## src/rtl/eep_slave_pkg.sv

```systemverilog
package eep_slave_pkg;
  typedef enum logic [2:0] {
    ST_IDLE,
    ST_SEL,
    ST_WADR,
    ST_WDAT,
    ST_RDAT
  } eng_state_t;
endpackage

```

## src/rtl/eep_line_events.sv

```systemverilog
module eep_line_events (
  input  logic clk,
  input  logic rst,
  input  logic scl,
  input  logic sda,
  output logic ev_start,
  output logic ev_stop,
  output logic ev_rise,
  output logic ev_fall
);
  logic scl_q, sda_q;

  always_ff @(posedge clk) begin
    if (rst) begin
      scl_q <= 1'b1;
      sda_q <= 1'b1;
    end else begin
      scl_q <= scl;
      sda_q <= sda;
    end
  end

  // A data edge while the clock stays high marks a bus condition.
  assign ev_start = scl & scl_q & sda_q & ~sda;
  assign ev_stop  = scl & scl_q & ~sda_q & sda;
  assign ev_rise  = scl & ~scl_q;
  assign ev_fall  = ~scl & scl_q;
endmodule

```

## src/rtl/eep_addr_ptr.sv

```systemverilog
module eep_addr_ptr #(
  parameter int AW     = 9,
  parameter int PAGE_W = 4
) (
  input  logic          clk,
  input  logic          rst,
  input  logic          load,
  input  logic [AW-1:0] load_val,
  input  logic          inc_page,
  input  logic          inc_full,
  output logic [AW-1:0] ptr
);
  always_ff @(posedge clk) begin
    if (rst) begin
      ptr <= '0;
    end else if (load) begin
      ptr <= load_val;
    end else if (inc_page) begin
      ptr <= {ptr[AW-1:PAGE_W], ptr[PAGE_W-1:0] + 1'b1};
    end else if (inc_full) begin
      ptr <= ptr + 1'b1;
    end
  end
endmodule

```

## src/rtl/eep_i2c_slave.sv

```systemverilog
module eep_i2c_slave #(
  parameter logic [5:0] DEV_SEL = 6'b101000,
  parameter int         AW      = 9,
  parameter int         PAGE_W  = 4
) (
  input  logic          clk,
  input  logic          rst,
  input  logic          scl,
  input  logic          sda,
  input  logic          busy,
  input  logic [7:0]    mem_rdata,
  output logic          sda_low,
  output logic [AW-1:0] mem_addr,
  output logic [7:0]    mem_wdata,
  output logic          mem_we,
  output logic          commit
);
  import eep_slave_pkg::*;

  localparam int BYTE_W = 8;
  localparam int CNT_W  = $clog2(BYTE_W + 2);
  localparam logic [CNT_W-1:0] CNT_BYTE = CNT_W'(BYTE_W);
  localparam logic [CNT_W-1:0] CNT_ACK  = CNT_W'(BYTE_W + 1);

  eng_state_t        state;
  logic [CNT_W-1:0]  cnt;
  logic [BYTE_W-1:0] shreg;
  logic              hi_bit, rd_dir, m_ack, wrote;
  logic              ev_start, ev_stop, ev_rise, ev_fall;
  logic [AW-1:0]     ptr;
  logic              rx_state, byte_end, ack_end, rd_load;
  logic              ptr_load, ptr_inc_page;

  eep_line_events u_ev (
    .clk(clk), .rst(rst), .scl(scl), .sda(sda),
    .ev_start(ev_start), .ev_stop(ev_stop), .ev_rise(ev_rise), .ev_fall(ev_fall)
  );

  always_comb begin
    rx_state = (state == ST_SEL) || (state == ST_WADR) || (state == ST_WDAT);
    byte_end = ev_fall && rx_state && (cnt == CNT_BYTE);
    ack_end  = ev_fall && rx_state && (cnt == CNT_ACK);
    rd_load  = ev_fall && (cnt == CNT_ACK) &&
               (((state == ST_SEL) && rd_dir) || ((state == ST_RDAT) && m_ack));
    ptr_load     = byte_end && (state == ST_WADR);
    ptr_inc_page = byte_end && (state == ST_WDAT);
  end

  eep_addr_ptr #(.AW(AW), .PAGE_W(PAGE_W)) u_ptr (
    .clk(clk), .rst(rst),
    .load(ptr_load), .load_val({hi_bit, shreg}),
    .inc_page(ptr_inc_page), .inc_full(rd_load),
    .ptr(ptr)
  );

  always_ff @(posedge clk) begin
    if (rst) begin
      state     <= ST_IDLE;
      cnt       <= '0;
      shreg     <= '0;
      hi_bit    <= 1'b0;
      rd_dir    <= 1'b0;
      m_ack     <= 1'b0;
      wrote     <= 1'b0;
      sda_low   <= 1'b0;
      mem_addr  <= '0;
      mem_wdata <= '0;
      mem_we    <= 1'b0;
      commit    <= 1'b0;
    end else begin
      mem_we <= 1'b0;
      commit <= 1'b0;
      if (ev_stop) begin
        state   <= ST_IDLE;
        sda_low <= 1'b0;
        commit  <= wrote;
        wrote   <= 1'b0;
      end else if (ev_start) begin
        // An internal write cycle masks every new Start.
        state   <= busy ? ST_IDLE : ST_SEL;
        cnt     <= '0;
        sda_low <= 1'b0;
      end else if (ev_rise && (state != ST_IDLE)) begin
        if ((state != ST_RDAT) && (cnt < CNT_BYTE))
          shreg <= {shreg[BYTE_W-2:0], sda};
        if ((state == ST_RDAT) && (cnt == CNT_BYTE))
          m_ack <= ~sda;
        if (cnt != CNT_ACK)
          cnt <= cnt + 1'b1;
      end else if (ev_fall && (state != ST_IDLE)) begin
        if (state == ST_RDAT) begin
          if (cnt == CNT_ACK) begin
            if (m_ack) begin
              shreg   <= mem_rdata;
              sda_low <= ~mem_rdata[BYTE_W-1];
              cnt     <= '0;
            end else begin
              state   <= ST_IDLE;
              sda_low <= 1'b0;
            end
          end else if (cnt == CNT_BYTE) begin
            sda_low  <= 1'b0;
            mem_addr <= ptr;
          end else if (cnt != '0) begin
            sda_low <= ~shreg[BYTE_W-2];
            shreg   <= {shreg[BYTE_W-2:0], 1'b0};
          end
        end else if (byte_end) begin
          case (state)
            ST_SEL: begin
              if (shreg[BYTE_W-1:2] == DEV_SEL) begin
                sda_low  <= 1'b1;
                hi_bit   <= shreg[1];
                rd_dir   <= shreg[0];
                mem_addr <= ptr;
              end else begin
                state <= ST_IDLE;
              end
            end
            ST_WADR: sda_low <= 1'b1;
            default: begin
              sda_low   <= 1'b1;
              mem_we    <= 1'b1;
              mem_addr  <= ptr;
              mem_wdata <= shreg;
              wrote     <= 1'b1;
            end
          endcase
        end else if (ack_end) begin
          cnt <= '0;
          if (rd_load) begin
            state   <= ST_RDAT;
            shreg   <= mem_rdata;
            sda_low <= ~mem_rdata[BYTE_W-1];
          end else begin
            sda_low <= 1'b0;
            state   <= (state == ST_SEL) ? ST_WADR : ST_WDAT;
          end
        end
      end
    end
  end
endmodule

```

## config.mk

```make
export PLATFORM = sky130hd
export DESIGN_NAME = eep_i2c_slave
export DESIGN_NICKNAME = d
export VERILOG_FILES = /design/src/rtl/eep_slave_pkg.sv /design/src/rtl/eep_line_events.sv /design/src/rtl/eep_addr_ptr.sv /design/src/rtl/eep_i2c_slave.sv
export SDC_FILE = /design/constraint.sdc
export NUM_CORES = 1
export LEC_CHECK = 0
export ABC_CLOCK_PERIOD_IN_PS = 2800
export BUFFER_PORTS_ARGS = -buffer_cell sky130_fd_sc_hd__buf_4
export CORE_MARGIN = 4
export CORE_UTILIZATION = 45
export DETAILED_ROUTE_END_ITERATION = 16
export GPL_TIMING_DRIVEN = 0
export SYNTH_ARGS = -nofsm -noshare
export SYNTH_HDL_FRONTEND = slang
export SYNTH_SLANG_ARGS = --single-unit
```

## constraint.sdc

```tcl
create_clock -name clk -period 2.8 [get_ports clk]
set_clock_uncertainty 0.05 [all_clocks]
set_input_delay 0.14 -clock clk [delete_from_list [all_inputs] [get_ports clk]]
set_output_delay 0.14 -clock clk [all_outputs]
set_load 0.03 [all_outputs]
```

==> results of run 1 <==
[cells by family (layout without fill, tap and decap cells)]
logic type      Yosys count  count (layout)  synth area share (%)
fa+ha+maj                 4               4                  1.85
simple gates            124             124                  25.0
xor+xnor                  5               5                  1.62
flops                    50              50                  37.0
buf+inv                  27              66                  5.78
compound gates           69              69                  18.3
mux                      28              28                  10.4
[worst max-delay path, cell delays in order (launching register included)]
cell	delay, ns
dfxtp_1	0.43
nor4b_1	0.43
and2_2	0.26
o21ai_0	0.09
a211oi_1	0.33
buf_4	0.27
mux2i_1	0.23
[per-stage QoR]
step                      hold slack, ns  cell area (um^2)
after global routing              0.0171              3130
final                             0.0182              3130
after floorplan                    0.197              2710
after global placement             0.320              3030
after detailed placement           0.331              3030
after CTS                        0.00858              3130
[worst paths after layout]
path | from | endpoint | slack, ns
setup / recovery | shreg[5] | mem_addr[0] | 0.65
hold / removal | sda | u_ev.sda_q | 0.02
setup reg to reg | shreg[5] | mem_addr[0] | 0.65
hold reg to reg | mem_addr[8] | mem_addr[8] | 0.41
[registers in the layout, summed over array words and instances (netlist names)]
register    cells
cnt             4
commit          1
hi_bit          1
m_ack           1
mem_addr        9
mem_wdata       8
mem_we          1
rd_dir          1
sda_low         1
shreg           8
state           3
u_ev.scl_q      1
u_ev.sda_q      1
u_ptr.ptr       9
wrote           1
[metal layers]
| layer | wire length (um) | part of all wire, % | global-route usage, % |
|---|---|---|---|
| met1 | 3340 | 50 | 27.0 |
| met2 | 3090 | 46 | 29.9 |
| met3 | 191 | 2.9 | 3.17 |
| met4 | 59 | 0.88 | 3.88 |
| met5 | 0 | 0 | 0 |
[synthesized netlist by cell type, drive strengths merged (3+ instances only)]
| master | n | area [um^2] |
|---|---|---|
| mux2i | 27 | 270 |
| ha | 4 | 50.1 |
| nand2b | 3 | 18.8 |
| inv | 7 | 26.3 |
| nor3 | 10 | 71.3 |
| nor2b | 4 | 25.0 |
| nand3b | 4 | 30.0 |
| and3b | 5 | 43.8 |
| buf | 14 | 108 |
| xor2 | 5 | 43.8 |
| nor2 | 32 | 120 |
| a21o | 3 | 22.5 |
| and3 | 4 | 30.0 |
| a21oi | 17 | 88.8 |
| a31oi | 3 | 18.8 |
| nand2 | 34 | 130 |
| nand4 | 4 | 25.0 |
| dfxtp | 50 | 1000 |
| nand3 | 6 | 30.0 |
| clkbuf | 6 | 22.5 |
| o21ai | 8 | 40.0 |
| a311oi | 11 | 96.3 |
| a211oi | 5 | 37.5 |
| and2 | 3 | 20.0 |
| o22ai | 4 | 25.0 |
[placed cells by master (no fill, tap or decap), types with 5 or more instances in the layout]
cell      count
a211oi_1      5
a21oi_1      16
a311oi_1     11
and3b_1       5
buf_2         5
buf_4        36
clkbuf_1      6
clkbuf_8      6
dfxtp_1      50
inv_1         7
mux2i_1      27
nand2_1      33
nand3_1       6
nor2_1       32
nor3_1        7
o21ai_0       7
xor2_1        5
[report_power, final]
part / internal (W) / total [W] / switching [W]
combinational: 0.0000317 / 0.0000828 / 0.0000512
sequential: 0.000713 / 0.000716 / 0.00000302
clock: 0.000204 / 0.000458 / 0.000254
[cell type report]
type	instances	area [um^2]
well taps	72	90.1
multi-input cells	230	1550
clock buffers	6	82.6
repair buffers	31	233
plain buffers	20	130
inverters	7	26.3
fillers	551	2550
clock inverters	2	16.3
flip-flops and latches	50	1000
==> flow_metrics.tcl, run 1 <==
set metrics [dict create \
    grt_pass1_wl_mm 11.1 \
    clock_sinks 50 \
    critical_path_class "reg -> reg" \
    antenna_left 0 \
    drv_slew 0 \
    hold_path_class "in -> reg" \
    cts_resized 0 \
    grt_pass1_vias 2172 \
    place_inst 410 \
    synth_cell_types 63 \
    die_x_um 85.6 \
    end_kind "flop" \
    cp_data_required_time_ns 2.98 \
    wl_per_cell_um 16.0 \
    syn_area_um2 2710 \
    final.setup.worst_slack_ns 0.646 \
    cts_buffer_depth 2 \
    hold_buffers 0 \
    layout.nets 362 \
    synth_enable_flop_cells 0 \
    ys_seq_area_share_pct 37.0 \
    vdd_ir_drop_max_mv 0.293 \
    first_pass_iters 4 \
    fmax_mhz 464 \
    worst_setup_path_start_kind "flop" \
    holdPathStages 3 \
    cp_max_fo 9 \
    power_leakage_nw 1.19 \
    clk_latency_ns 0.30 \
    rows 27 \
    drcViolationCount 0 \
    htree_num_levels 2 \
    slew_headroom_pct 56.8 \
    syn_inst 307 \
    ys_seq_elements 50 \
    final_cells 418 \
    postSynthAreaPerCell_um2 8.82 \
    dp_slack_ns 0.657 \
    syn-num-nets 324 \
    utilization_pct 55.1 \
    worstMarginPinSlew_ns 0.642 \
    cts.clk_slew.worst_paths_ns 0.10 \
    drive_gt1_share_pct 19.7 \
    boundaryPins 33 \
    num_antenna_cells 0 \
    vias_per_cell 5.56 \
    post_cts.repair.setup_buffers 0 \
    grt.overflow.total 0 \
    synth_flop_cell "dfxtp_1" \
    status "complete, no violations" \
    p_per_area_nw_per_um2 402 \
    die_h_um 85.6 \
    antenna_found_initial 0 \
    core_um2 5680 \
    grt_usage_pct 18.8 \
    cts_tree "done" \
    synthArstFlopShare_pct 0 \
    place.gp.congestion 0.929 \
    power.total_w 0.00126 \
    areaGrowthSynthToFinish_pct 15.6 \
    grt_setup_unrepaired "false" \
    post-dp-hpwl_mm 4.99 \
    numCtsBuffers 5 \
    drt_iter0_markers 159 \
    wl_mm 6.68 \
    grt_max_degree 17 \
    vias 2322 \
    max-cap-violations 0 \
    start_util_pct 47.7 \
    hold_violations 0 \
    io_buffers 31 \
    yosysWarnings 0 \
    final.min_clock_period_ns 2.15 \
    setup_tns_ns 0 \
    period_share_pct 76.9 \
    dieArea_um2 7320 \
    cts-root-buf "clkbuf_8" \
    cp_data_arrival_time_ns 2.33 \
    reg2reg_depth 6 \
    setup_violations 0 \
]
Note: power is estimated with default switching activity, not from simulation.
==> run 2, diff against run 1 <==
--- a/config.mk
+++ b/config.mk
@@ -5,7 +5,7 @@
 export SDC_FILE = /design/constraint.sdc
 export NUM_CORES = 1
 export LEC_CHECK = 0
-export ABC_CLOCK_PERIOD_IN_PS = 2800
+export ABC_CLOCK_PERIOD_IN_PS = 2000
 export BUFFER_PORTS_ARGS = -buffer_cell sky130_fd_sc_hd__buf_4
 export CORE_MARGIN = 4
 export CORE_UTILIZATION = 45
==> constraint.sdc (replaced) <==
create_clock -name clk -period 2 [get_ports clk]
set_clock_uncertainty 0.05 [all_clocks]
set_input_delay 0.1 -clock clk [delete_from_list [all_inputs] [get_ports clk]]
set_output_delay 0.1 -clock clk [all_outputs]
set_load 0.03 [all_outputs]
==> run 2 against run 1 <==
  * First-iteration DRC count shrank 21%
  * Sequential share of layout area shrank 1.4 points
  * Worst setup slack lost 0.56 ns
  * Non-clock buffer count grew 9
  * Fmax grew 13%
  * Critical endpoint is now sda_low
==> flow_metrics.tcl, run 2 (same netlist as run 1, synthesis figures left out) <==
set metrics [dict create \
    reg_top3 "mem_addr x9, u_ptr.ptr x9" \
    numCtsBuffers 5 \
    final.min_clock_period_ns 1.91 \
    max-cap-violations 0 \
    num_antenna_cells 0 \
    setup_violations 0 \
    layout.nets 371 \
    cp_data_required_time_ns 2.19 \
    grt_setup_unrepaired "true" \
    cts_tree "done" \
    cp_max_fo 8 \
    fmax_mhz 523 \
    place.gp.congestion 0.929 \
    drive_gt1_share_pct 26.2 \
    drv_slew 0 \
    core_um2 5680 \
    grt_pass1_vias 2196 \
    clk_latency_ns 0.31 \
    post-dp-hpwl_mm 4.99 \
    dieArea_um2 7320 \
    hold_path_class "in -> reg" \
    hold_violations 0 \
    power.total_w 0.00177 \
    antenna_found_initial 0 \
    period_share_pct 95.6 \
    status "complete, no violations" \
    cts-root-buf "clkbuf_8" \
    wl_per_cell_um 16.3 \
    areaGrowthSynthToFinish_pct 22.0 \
    die_x_um 85.6 \
    die_h_um 85.6 \
    io_buffers 31 \
    final_area_um2 3300 \
    fillers 534 \
    wl_mm 6.95 \
    drcViolationCount 0 \
    p_per_area_nw_per_um2 536 \
    cp_data_arrival_time_ns 2.10 \
    rows 27 \
    grt_usage_pct 19.1 \
    cts.clk_slew.worst_paths_ns 0.09 \
    worstMarginPinSlew_ns 0.720 \
    grt_pass1_wl_mm 11.2 \
    antenna_left 0 \
    drt_iter0_markers 125 \
    slew_headroom_pct 51.5 \
    power_leakage_nw 1.25 \
    final_cells 427 \
    vias 2391 \
    final_cell_mix "dfxtp_1, buf_4, nand2_1" \
    start_util_pct 47.7 \
    vdd_ir_drop_max_mv 0.421 \
    grt.overflow.total 0 \
    final_common_cell "dfxtp_1" \
    worst_setup_path_start_kind "flop" \
    end_kind "flop" \
    htree_num_levels 2 \
    regArea_um2 1010 \
    clock_sinks 50 \
    place_area_um2 3030 \
    critical_path_class "reg -> reg" \
    first_pass_iters 4 \
    cts_buffer_depth 2 \
    boundaryPins 33 \
    holdWs_ns 0.0436 \
    multi_input_area_um2 1640 \
    place_inst 410 \
    vias_per_cell 5.60 \
    grt_max_degree 17 \
]
-- run 2: cell count changes in the layout (fill, tap and decap cells not counted), sizes merged --
cell         previous run  this run
buf                    45        51
dlygate4sd3             0         2
clkbuf                 12        13
-- run 2: path summary, 6_finish.rpt --
check | depth (start not counted) | end | startpoint | slack [ns]
hold reg to reg | 2 | mem_addr[8] | mem_addr[8] | 0.41
setup reg to reg | 8 | sda_low | cnt[1] | 0.09
setup / recovery | 8 | sda_low | cnt[1] | 0.09
hold / removal | 2 | commit | rst | 0.04
-- run 2: metrics by stage --
step	TNS (ns)	worst slack, ns	util (%)
floorplan	0	0.0712	-
global route	-0.00401	-0.00401	58.2
finish	0	0.0890	58.2
detailed placement	-1.56	-0.143	53.4
CTS	0	0.0134	57.2
global placement	-1.40	-0.0988	53.4
-- run 2: cell type report --
cell class	count	area share, %
clock buffers	6	2.50
flip-flops and latches	50	30.6
repair buffers	41	9.47
multi-input cells	230	49.6
plain buffers	19	3.86
clock inverters	2	0.492
well taps	72	2.73
inverters	7	0.795
-- run 2: metal layers --
layer / part of all wire [%] / global-route usage, % / vias up
li1: - / - / 1220
met1: 50 / 27.0 / 1139
met2: 47 / 30.6 / 28
met3: 2.3 / 3.17 / 4
met4: 0.60 / 3.88 / 0
met5: 0 / 0 / -
-- run 2: critical path: stages, from the launching register on --
cell	delay, ns
dfxtp_2	0.35
inv_2	0.10
ha_4	0.15
and3b_1	0.17
buf_6	0.14
a31oi_2	0.12
a21boi_1	0.16
or4_1	0.49
a21oi_2	0.14
-- run 2: where the power goes --
group / leakage, nW / switching [W] / total [W] / internal [W]
combinational: 0.798 / 0.0000756 / 0.000125 / 0.0000492
sequential: 0.406 / 0.00000435 / 0.00100 / 0.000997
clock: 0.0478 / 0.000358 / 0.000644 / 0.000286
total: 1.25 / 0.000438 / 0.00177 / 0.00133
-- run 2: timing repair --
item,4_1_cts,5_1_grt
hold buffers,2,0
setup endpoints to repair,26,19
gates cloned,0,1
hold endpoints to repair,2,0
pin swaps,2,5
setup buffers,5,2
resized for setup,13,18
==> run 3, diff against run 2 <==
--- a/config.mk
+++ b/config.mk
@@ -5,12 +5,15 @@
 export SDC_FILE = /design/constraint.sdc
 export NUM_CORES = 1
 export LEC_CHECK = 0
-export ABC_CLOCK_PERIOD_IN_PS = 2000
+export ABC_CLOCK_PERIOD_IN_PS = 2150
 export BUFFER_PORTS_ARGS = -buffer_cell sky130_fd_sc_hd__buf_4
+export CELL_PAD_IN_SITES_DETAIL_PLACEMENT = 0
+export CELL_PAD_IN_SITES_GLOBAL_PLACEMENT = 1
 export CORE_MARGIN = 4
-export CORE_UTILIZATION = 45
+export CORE_UTILIZATION = 44
 export DETAILED_ROUTE_END_ITERATION = 16
 export GPL_TIMING_DRIVEN = 0
+export PLACE_DENSITY_LB_ADDON = 0.1
 export SYNTH_ARGS = -nofsm -noshare
 export SYNTH_HDL_FRONTEND = slang
 export SYNTH_SLANG_ARGS = --single-unit
==> constraint.sdc (replaced) <==
create_clock -name clk -period 2.15 [get_ports clk]
set_clock_uncertainty 0.05 [all_clocks]
set_input_delay 0.1075 -clock clk [delete_from_list [all_inputs] [get_ports clk]]
set_output_delay 0.1075 -clock clk [all_outputs]
set_load 0.03 [all_outputs]
==> run 3 against run 2 <==
  * First-iteration DRC count shrank 29%
  * Worst hold slack got worse by 0.018 ns
  * Largest power group unchanged
  * Critical path depth did not move
  * Highest routed layer unchanged
  * Critical endpoint is now shreg[6]
==> flow_metrics.tcl, run 3 (same netlist as run 1, synthesis figures left out) <==
set metrics [dict create \
    critical_path_class "reg -> reg" \
    hold_path_class "in -> reg" \
    cts_buffer_depth 2 \
    r2r-end "shreg[6]" \
    layout.nets 367 \
    cp_data_arrival_time_ns 2.19 \
    drv_slew 0 \
    num_antenna_cells 0 \
    pwr-share-seq_pct 56.5 \
    post-dp-hpwl_mm 4.97 \
    cts_tree "done" \
    grt_max_degree 17 \
    timing.rr.start "cnt[1]" \
    period_share_pct 93.7 \
    cp_data_required_time_ns 2.33 \
    hold_start "scl" \
    antenna_found_initial 0 \
    drive_gt1_share_pct 21.7 \
    holdPathEnd "wrote" \
    hold_violations 0 \
    die_x_um 86.4 \
    fillers 604 \
    cts-root-buf "clkbuf_8" \
    grt_usage_pct 18.4 \
    drcViolationCount 0 \
    vdd_ir_drop_max_mv 0.417 \
    final_cell_mix "dfxtp_1, buf_4, nand2_1" \
    holdPathStages 2 \
    wl_mm 6.78 \
    p_per_area_nw_per_um2 515 \
    final.min_clock_period_ns 2.02 \
    p_sw_w 0.000412 \
    grt_pass1_wl_mm 10.9 \
    clk_latency_ns 0.31 \
    cp_max_fo 10 \
    power.total_w 0.00165 \
    slew_headroom_pct 50.8 \
    grt_setup_unrepaired "true" \
    clock_sinks 50 \
    cts.clk_slew.worst_paths_ns 0.10 \
    core_um2 5960 \
    end_kind "flop" \
    worst_setup_path_start_kind "flop" \
    antenna_left 0 \
    fmax_mhz 496 \
    power_leakage_nw 1.22 \
    max-cap-violations 0 \
    dieArea_um2 7470 \
    die_h_um 86.4 \
    r2r_slack_ns 0.13 \
    reg2reg_depth 8 \
    numCtsBuffers 5 \
    rows 28 \
    grt.overflow.total 0 \
    reg_top3 "mem_addr x9, u_ptr.ptr x9" \
    io_buffers 31 \
    vias_per_cell 5.55 \
    boundaryPins 33 \
    holdWs_ns 0.0253 \
    vias 2363 \
    utilization_pct 53.8 \
    pwr-share-clk_pct 36.5 \
    status "complete, no violations" \
    final_common_cell "dfxtp_1" \
    first_pass_iters 4 \
    areaGrowthSynthToFinish_pct 18.3 \
    grt_pass1_vias 2125 \
    combinationalPowerShare_pct 7.0 \
    worstMarginPinSlew_ns 0.731 \
    htree_num_levels 2 \
    drt_iter0_markers 89 \
    swShare_pct 24.9 \
    start_util_pct 45.5 \
    place.gp.congestion 0.959 \
    setup_violations 0 \
    internal_power_w 0.00124 \
    wl_per_cell_um 15.9 \
]
[run 3: layout make-up]
cell class	instances	area (um^2)	area share, %
multi-input combinational	230	1580	49.2
timing repair buffer	36	273	8.51
tap	75	93.8	2.93
clock buffer	6	82.6	2.58
inverter	7	26.3	0.820
clock inverter	2	16.3	0.508
sequential	50	1000	31.3
buffer	20	133	4.14
[run 3: how the worst max path moves through the flow]
stage                  start      endpoint  slack [ns]  cells past startpoint
floorplan             cnt[0]  u_ptr.ptr[3]        0.22                      9
global placement    shreg[5]   mem_addr[3]        0.04                      6
detailed placement    cnt[1]        cnt[1]        0.04                      7
CTS                 shreg[5]   mem_addr[8]        0.02                      6
global route          cnt[1]  u_ptr.ptr[5]      -0.004                      9
finish                cnt[1]      shreg[6]        0.13                      8
[run 3: worst max-delay path, stage by stage (launching register included)]
cell	delay [ns]
dfxtp_1	0.36
inv_1	0.08
ha_2	0.19
nand3b_1	0.23
nor2_1	0.11
o31ai_4	0.35
buf_4	0.24
a21oi_1	0.08
a311oi_1	0.24
[run 3: timing repair]
item / CTS / global route
hold buffers: 1 / 0
endpoints found under the hold margin: 1 / 0
buffers inserted: 0 / 4
gates resized for setup: 0 / 8
setup endpoints to repair: 0 / 33
[run 3: layer usage]
layer  vias to the layer above  global-route usage [%]  wire [um]
met5                         -                       0          0
met4                         0                    3.40         41
met3                         4                    3.42        288
met2                        49                    27.9       3040
met1                      1107                    27.3       3410
li1                       1203                       -          -
[run 3: through the flow]
step	instance area, um^2	TNS (ns)	instances	setup slack [ns]
after floorplan	2710	0	307	0.221
after global placement	3030	0	413	0.0441
after detailed placement	3030	0	413	0.0389
after CTS	3140	0	422	0.0154
after global routing	3200	-0.00416	426	-0.00416
final	3200	0	426	0.135
[run 3: power by group through the flow]
stage          Sequential (W)  Combinational (W)  Clock (W)
2_1_floorplan        0.000953          0.0000674          0
3_3_place_gp         0.000954           0.000109          0
3_5_place_dp         0.000954           0.000109          0
4_1_cts              0.000933           0.000110   0.000632
5_1_grt              0.000934           0.000125   0.000658
6_report             0.000933           0.000115   0.000603
